<file path="src/rtl/lsu_agen_pkg.sv">
package lsu_agen_pkg;

   typedef enum logic [3:0] {
      AM_AR_D8   = 4'd0,
      AM_AR_D16  = 4'd1,
      AM_AR_D32  = 4'd2,
      AM_SP_D8   = 4'd3,
      AM_SP_D16  = 4'd4,
      AM_SP_D32  = 4'd5,
      AM_INDEX   = 4'd6,
      AM_ABS16   = 4'd7,
      AM_ABS32   = 4'd8,
      AM_AR_IND  = 4'd9
   } amode_e;

   localparam int unsigned AMODE_LAST = 9;

   function automatic logic amode_legal(input logic [3:0] m);
      return (m <= 4'(AMODE_LAST));
   endfunction

endpackage

</file>
<file path="src/rtl/lsu_agen_offset.sv">
module lsu_agen_offset
   import lsu_agen_pkg::*;
#(
   parameter int unsigned ADDR_W  = 32,
   parameter int unsigned LO_W    = 16,
   parameter int unsigned SHORT_W = 8,
   parameter bit          SP_ZEXT = 1'b1
) (
   input  logic [3:0]        mode,
   input  logic [LO_W-1:0]   insn_lo,
   input  logic [ADDR_W-1:0] ext_word,
   input  logic [ADDR_W-1:0] index_val,
   output logic [ADDR_W-1:0] offset,
   output logic              use_base
);

   localparam int unsigned PAD_S = ADDR_W - SHORT_W;
   localparam int unsigned PAD_L = ADDR_W - LO_W;

   if (ADDR_W != 2 * LO_W) begin : g_bad_split
      $error("lsu_agen_offset: ADDR_W must be twice LO_W");
   end
   if (SHORT_W >= LO_W) begin : g_bad_short
      $error("lsu_agen_offset: SHORT_W must be below LO_W");
   end

   logic [ADDR_W-1:0] ar_short, ar_long, sp_short, sp_long, zx_long, wide_disp;

   assign ar_short  = {{PAD_S{insn_lo[SHORT_W-1]}}, insn_lo[SHORT_W-1:0]};
   assign ar_long   = {{PAD_L{insn_lo[LO_W-1]}}, insn_lo};
   assign zx_long   = {{PAD_L{1'b0}}, insn_lo};
   assign wide_disp = {insn_lo, {PAD_L{1'b0}}} + ext_word;

   if (SP_ZEXT) begin : g_sp_zext
      assign sp_short = {{PAD_S{1'b0}}, insn_lo[SHORT_W-1:0]};
      assign sp_long  = zx_long;
   end else begin : g_sp_sext
      assign sp_short = ar_short;
      assign sp_long  = ar_long;
   end

   always_comb begin
      offset   = '0;
      use_base = 1'b1;
      case (mode)
         AM_AR_D8:  offset = ar_short;
         AM_AR_D16: offset = ar_long;
         AM_AR_D32: offset = wide_disp;
         AM_SP_D8:  offset = sp_short;
         AM_SP_D16: offset = sp_long;
         AM_SP_D32: offset = wide_disp;
         AM_INDEX:  offset = index_val;
         AM_ABS16: begin
            offset   = zx_long;
            use_base = 1'b0;
         end
         AM_ABS32: begin
            offset   = wide_disp;
            use_base = 1'b0;
         end
         AM_AR_IND: offset = '0;
         default: begin
            offset   = '0;
            use_base = 1'b0;
         end
      endcase
   end

endmodule

</file>
<file path="src/rtl/lsu_agen_sum.sv">
module lsu_agen_sum #(
   parameter int unsigned ADDR_W      = 32,
   parameter bit          CARRY_SPLIT = 1'b0
) (
   input  logic [ADDR_W-1:0] base_val,
   input  logic [ADDR_W-1:0] offset,
   input  logic              use_base,
   output logic [ADDR_W-1:0] ea
);

   localparam int unsigned HALF_W = ADDR_W / 2;

   if (ADDR_W % 2 != 0) begin : g_bad_width
      $error("lsu_agen_sum: ADDR_W must be even");
   end

   logic [ADDR_W-1:0] base_g;
   assign base_g = use_base ? base_val : '0;

   if (CARRY_SPLIT) begin : g_split
      logic [HALF_W:0]   lo_sum;
      logic [HALF_W-1:0] hi_sum;
      assign lo_sum = {1'b0, base_g[HALF_W-1:0]} + {1'b0, offset[HALF_W-1:0]};
      assign hi_sum = base_g[ADDR_W-1:HALF_W] + offset[ADDR_W-1:HALF_W]
                      + {{(HALF_W-1){1'b0}}, lo_sum[HALF_W]};
      assign ea = {hi_sum, lo_sum[HALF_W-1:0]};
   end else begin : g_flat
      assign ea = base_g + offset;
   end

endmodule

</file>
<file path="src/rtl/lsu_agen_zext.sv">
module lsu_agen_zext #(
   parameter int unsigned DATA_W = 32
) (
   input  logic [DATA_W-1:0] din,
   input  logic              half,
   output logic [DATA_W-1:0] dout
);

   localparam int unsigned LANES = DATA_W / 8;

   if (DATA_W % 8 != 0 || DATA_W < 16) begin : g_bad_width
      $error("lsu_agen_zext: DATA_W must be a multiple of 8 and at least 16");
   end

   for (genvar i = 0; i < LANES; i++) begin : g_lane
      if (i == 0) begin : g_keep
         assign dout[8*i +: 8] = din[8*i +: 8];
      end else if (i == 1) begin : g_half
         assign dout[8*i +: 8] = half ? din[8*i +: 8] : 8'h00;
      end else begin : g_clear
         assign dout[8*i +: 8] = din[8*i +: 8] & 8'h00;
      end
   end

endmodule

</file>
<file path="src/rtl/lsu_agen.sv">
module lsu_agen
   import lsu_agen_pkg::*;
#(
   parameter int unsigned ADDR_W      = 32,
   parameter int unsigned DATA_W      = 32,
   parameter int unsigned LO_W        = 16,
   parameter int unsigned RDATA_W     = 16,
   parameter bit          SP_ZEXT     = 1'b1,
   parameter bit          CARRY_SPLIT = 1'b1
) (
   input  logic              clk,
   input  logic              rst_n,
   input  logic              req_valid,
   input  logic [3:0]        req_mode,
   input  logic              req_store,
   input  logic              req_half,
   input  logic [ADDR_W-1:0] base_val,
   input  logic [ADDR_W-1:0] index_val,
   input  logic [LO_W-1:0]   insn_lo,
   input  logic [ADDR_W-1:0] ext_word,
   input  logic [DATA_W-1:0] store_src,
   input  logic [RDATA_W-1:0] mem_rdata,
   output logic              acc_valid,
   output logic [ADDR_W-1:0] acc_addr,
   output logic              acc_half,
   output logic              acc_store,
   output logic [DATA_W-1:0] acc_wdata,
   output logic [DATA_W-1:0] ld_data
);

   localparam int unsigned RPAD = DATA_W - RDATA_W;

   if (RDATA_W != 16 || DATA_W <= RDATA_W) begin : g_bad_rdata
      $error("lsu_agen: RDATA_W must be 16 and below DATA_W");
   end

   logic [ADDR_W-1:0] offset, ea;
   logic              use_base, accept;
   logic [DATA_W-1:0] st_trim;

   lsu_agen_offset #(
      .ADDR_W (ADDR_W), .LO_W (LO_W), .SHORT_W (8), .SP_ZEXT (SP_ZEXT)
   ) u_offset (
      .mode (req_mode), .insn_lo (insn_lo), .ext_word (ext_word),
      .index_val (index_val), .offset (offset), .use_base (use_base)
   );

   lsu_agen_sum #(
      .ADDR_W (ADDR_W), .CARRY_SPLIT (CARRY_SPLIT)
   ) u_sum (
      .base_val (base_val), .offset (offset), .use_base (use_base), .ea (ea)
   );

   lsu_agen_zext #(.DATA_W (DATA_W)) u_st_trim (
      .din (store_src), .half (req_half), .dout (st_trim)
   );

   lsu_agen_zext #(.DATA_W (DATA_W)) u_ld_ext (
      .din ({{RPAD{1'b0}}, mem_rdata}), .half (acc_half), .dout (ld_data)
   );

   assign accept = req_valid && amode_legal(req_mode);

   always_ff @(posedge clk or negedge rst_n) begin
      if (!rst_n) begin
         acc_valid <= 1'b0;
         acc_addr  <= '0;
         acc_half  <= 1'b0;
         acc_store <= 1'b0;
         acc_wdata <= '0;
      end else begin
         acc_valid <= accept;
         if (accept) begin
            acc_addr  <= ea;
            acc_half  <= req_half;
            acc_store <= req_store;
            acc_wdata <= req_store ? st_trim : '0;
         end
      end
   end

   p_latency_r7: assert property (@(posedge clk) disable iff (!rst_n)
      acc_valid == $past(req_valid && (req_mode <= 4'd9)));

   p_ar_short_range_r1: assert property (@(posedge clk) disable iff (!rst_n)
      (acc_valid && $past(req_mode) == AM_AR_D8) |->
      (ADDR_W'(acc_addr - $past(base_val) + ADDR_W'(128)) < ADDR_W'(256)));

   p_sp_short_range_r2: assert property (@(posedge clk) disable iff (!rst_n)
      (acc_valid && $past(req_mode) == AM_SP_D8) |->
      (ADDR_W'(acc_addr - $past(base_val)) < ADDR_W'(256)));

   p_abs16_upper_r5: assert property (@(posedge clk) disable iff (!rst_n)
      (acc_valid && $past(req_mode) == AM_ABS16) |->
      (acc_addr[ADDR_W-1:LO_W] == '0));

   p_store_byte_r9: assert property (@(posedge clk) disable iff (!rst_n)
      (acc_valid && acc_store && !acc_half) |-> (acc_wdata[DATA_W-1:8] == '0));

   p_load_wdata_r9: assert property (@(posedge clk) disable iff (!rst_n)
      (acc_valid && !acc_store) |-> (acc_wdata == '0));

   p_ld_zext_r10: assert property (@(posedge clk) disable iff (!rst_n)
      ld_data[DATA_W-1:RDATA_W] == '0);

   p_hold_r12: assert property (@(posedge clk) disable iff (!rst_n)
      !$past(req_valid && (req_mode <= 4'd9)) |->
      ($stable(acc_addr) && $stable(acc_wdata) && $stable(acc_half)));

endmodule

</file>
<file path="config.mk">
export PLATFORM = sky130hd
export DESIGN_NAME = lsu_agen
export DESIGN_NICKNAME = d
export VERILOG_FILES = /design/src/rtl/lsu_agen_pkg.sv /design/src/rtl/lsu_agen_offset.sv /design/src/rtl/lsu_agen_sum.sv /design/src/rtl/lsu_agen_zext.sv /design/src/rtl/lsu_agen.sv
export SDC_FILE = /design/constraint.sdc
export NUM_CORES = 1
export LEC_CHECK = 0
export ABC_AREA = 1
export BUFFER_PORTS_ARGS = -buffer_cell sky130_fd_sc_hd__buf_4
export CELL_PAD_IN_SITES_DETAIL_PLACEMENT = 0
export CELL_PAD_IN_SITES_GLOBAL_PLACEMENT = 1
export CORE_MARGIN = 3
export CORE_UTILIZATION = 37
export CTS_CLUSTER_SIZE = 30
export DETAILED_ROUTE_END_ITERATION = 8
export PLACE_DENSITY_LB_ADDON = 0.1
export RECOVER_POWER = 100
export SKIP_LAST_GASP = 1
export SYNTH_ARGS = -nofsm -noshare
export SYNTH_HDL_FRONTEND = slang
export SYNTH_HIERARCHICAL = 1
export SYNTH_SLANG_ARGS = --single-unit
</file>
<file path="constraint.sdc">
create_clock -name clk -period 1.3 [get_ports clk]
set_clock_uncertainty 0.1 [all_clocks]
set_input_delay 0.13 -clock clk [delete_from_list [all_inputs] [get_ports clk]]
set_output_delay 0.13 -clock clk [all_outputs]
set_load 0.005 [all_outputs]
</file>
==> impl_metrics.tcl <==
set metrics [dict create \
    grt_start_max_net_pins 38 \
    path_clk_slew_ns 0.06 \
    cp-end-kind "register" \
    clk_path_buf_depth 2 \
    drv_slew 0 \
    cts-root-buf "clkbuf_16" \
    track_usage_pct 22.8 \
    crit_top_cell "nand2_2" \
    max-cap-violations 0 \
    postLayoutCoreUtil_pct 57.8 \
    final_common_cell "nand2_1" \
    wl_per_cell_um 13.5 \
    slowest_stage "fa_2" \
    rows 50 \
    num_vias 7943 \
    syn_area_per_cell_sq_um 6.02 \
    drive_gt1_share_pct 35.5 \
    status "finished, violations left" \
    power_density_mw_per_mm2 854 \
    setup.worst_path.end "acc_addr[24]$_DFFE_PN0P_" \
    area_growth_pct 52.7 \
    dr_wl_met2_um 12000 \
    rr_worst_depth 3 \
    postRouteAntennaNets 0 \
    r2r_start "acc_half$_DFFE_PN0P_" \
    antenna_found_initial 0 \
    period_share_pct 245 \
    fill_cells 1885 \
    grt-ovfl-total 0 \
    layout_common_cells "nand2_1, buf_4, inv_1" \
    maxSlewHeadroom_pct 57.1 \
    crit_type "input port to register" \
    start_kind "input port" \
    pre_cts_slack_ns -2.44 \
    finalInstanceArea_sq_mm 0.0109 \
    numCtsBuffers 9 \
    drc_errors 0 \
    cts_sinks 67 \
    cp.arrival_ns 3.31 \
    r2r_slack_ns 0.42 \
    fin_ws_ns -1.88 \
    rsz0062_at_grt "true" \
    wl_met3_um 1210 \
    gp_congestion 0.920 \
    leakage_nw 6.66 \
    r2r_end "acc_half$_DFFE_PN0P_" \
    critPathMaxFanout 5 \
    cts_tree "yes" \
    postPlaceCellArea_sq_mm 0.00987 \
    start_util_pct 37.8 \
    dp_hpwl_um 19200 \
    num-nets-final 1738 \
    tightest_slew_ns 0.644 \
    ios 268 \
    cp_data_required_time_ns 1.42 \
    critPathLaunch "req_mode[2]" \
    netlist_area_sq_mm 0.00713 \
    worst-path-stages 25 \
    syn_inst 1183 \
    core-area_sq_mm 0.0188 \
    min_period_ns 3.18 \
    dieArea_sq_mm 0.0210 \
    path_buf_inv 4 \
    first_pass_iters 5 \
    die_h_um 145 \
    hold_viol 0 \
    io_buffers 219 \
    antennaDiodeCount 0 \
    top_layer "met4" \
    insertion_delay_ns 0.33 \
    ir_drop_mv 0.554 \
    routed_via_density 4.45 \
    yosysWarnings 6 \
    grt_first_pass_wirelength_um 37700 \
    cpPeakStageDelay_ns 0.36 \
    violations "negative setup slack" \
    grt_pass1_vias 7442 \
    finalSetupViolations 41 \
    cp_top_family "simple AND/OR/NAND/NOR gates" \
    wl_met1_um 10300 \
    hold_class "input port to register" \
    fp.dieW_um 145 \
    max_freq_mhz 314 \
    first_iter_violations 345 \
    htreeDepth 3 \
    fin_setup_tns_ns -36.96 \
    routed_wl_um 24100 \
]
[sequential cells by signal, indices dropped and copies added (netlist names)]
register,cells
acc_addr,32
acc_wdata,32
acc_half,1
acc_store,1
acc_valid,1
[repair_timing]
action | in CTS | in global routing
resized for setup | 74 | 83
buffers inserted | 22 | 10
setup endpoints to repair | 40 | 39
endpoints found under the hold margin | 71 | 0
hold buffers | 5 | 0
gates cloned | 3 | 0
pin swaps | 33 | 44
[worst min-delay path by stage]
stage	start	endpoint	slack, ns	depth (start not counted)
final	store_src[2]	acc_wdata[2]$_DFFE_PN0P_	0.01	5
after detailed placement	rst_n	acc_addr[15]$_DFFE_PN0P_	-0.02	1
after floorplan	rst_n	acc_addr[0]$_DFFE_PN0P_	-0.27	0
after CTS	store_src[2]	acc_wdata[2]$_DFFE_PN0P_	0.003	5
after global placement	rst_n	acc_addr[15]$_DFFE_PN0P_	-0.02	1
after global routing	store_src[2]	acc_wdata[2]$_DFFE_PN0P_	0.02	5
[power breakdown]
part	leakage [nW]	total (mW)	internal (mW)	switching [mW]
Sequential	0.864	2.60	2.42	0.177
Combinational	5.65	4.23	2.07	2.16
Clock	0.145	2.46	1.53	0.927
Total	6.66	9.29	6.03	3.27
[metrics by stage]
stage | cells | power, mW | hold WS (ns)
floorplan | 1213 | 4.68 | -0.266
detailed placement | 1735 | 6.60 | -0.0220
global route | 1785 | 9.99 | 0.0196
CTS | 1777 | 9.39 | 0.00304
finish | 1785 | 9.29 | 0.0104
global placement | 1735 | 6.56 | -0.0234
[area by class of cell]
cell class	instances	area, sq um	share of cell area [%]
multi-input combinational	870	4930	45.3
timing repair buffer	378	2900	26.6
sequential	67	1680	15.4
inverter	194	748	6.88
tap	260	325	2.99
clock buffer	10	239	2.20
clock inverter	6	63.8	0.586
[worst register-to-register path: stages, from the launching register on]
cell and delay (ns):
dfrtp_2 0.41, buf_6 0.14, nand2_1 0.06, nand2_1 0.05
[metal layers]
layer / vias to the layer above / global-route usage, %
met4: 0 / 6.92
met2: 192 / 39.5
li1: 4200 / -
met1: 3514 / 28.9
met5: - / 0
met3: 37 / 3.88
(Power assumes the default switching activity.)
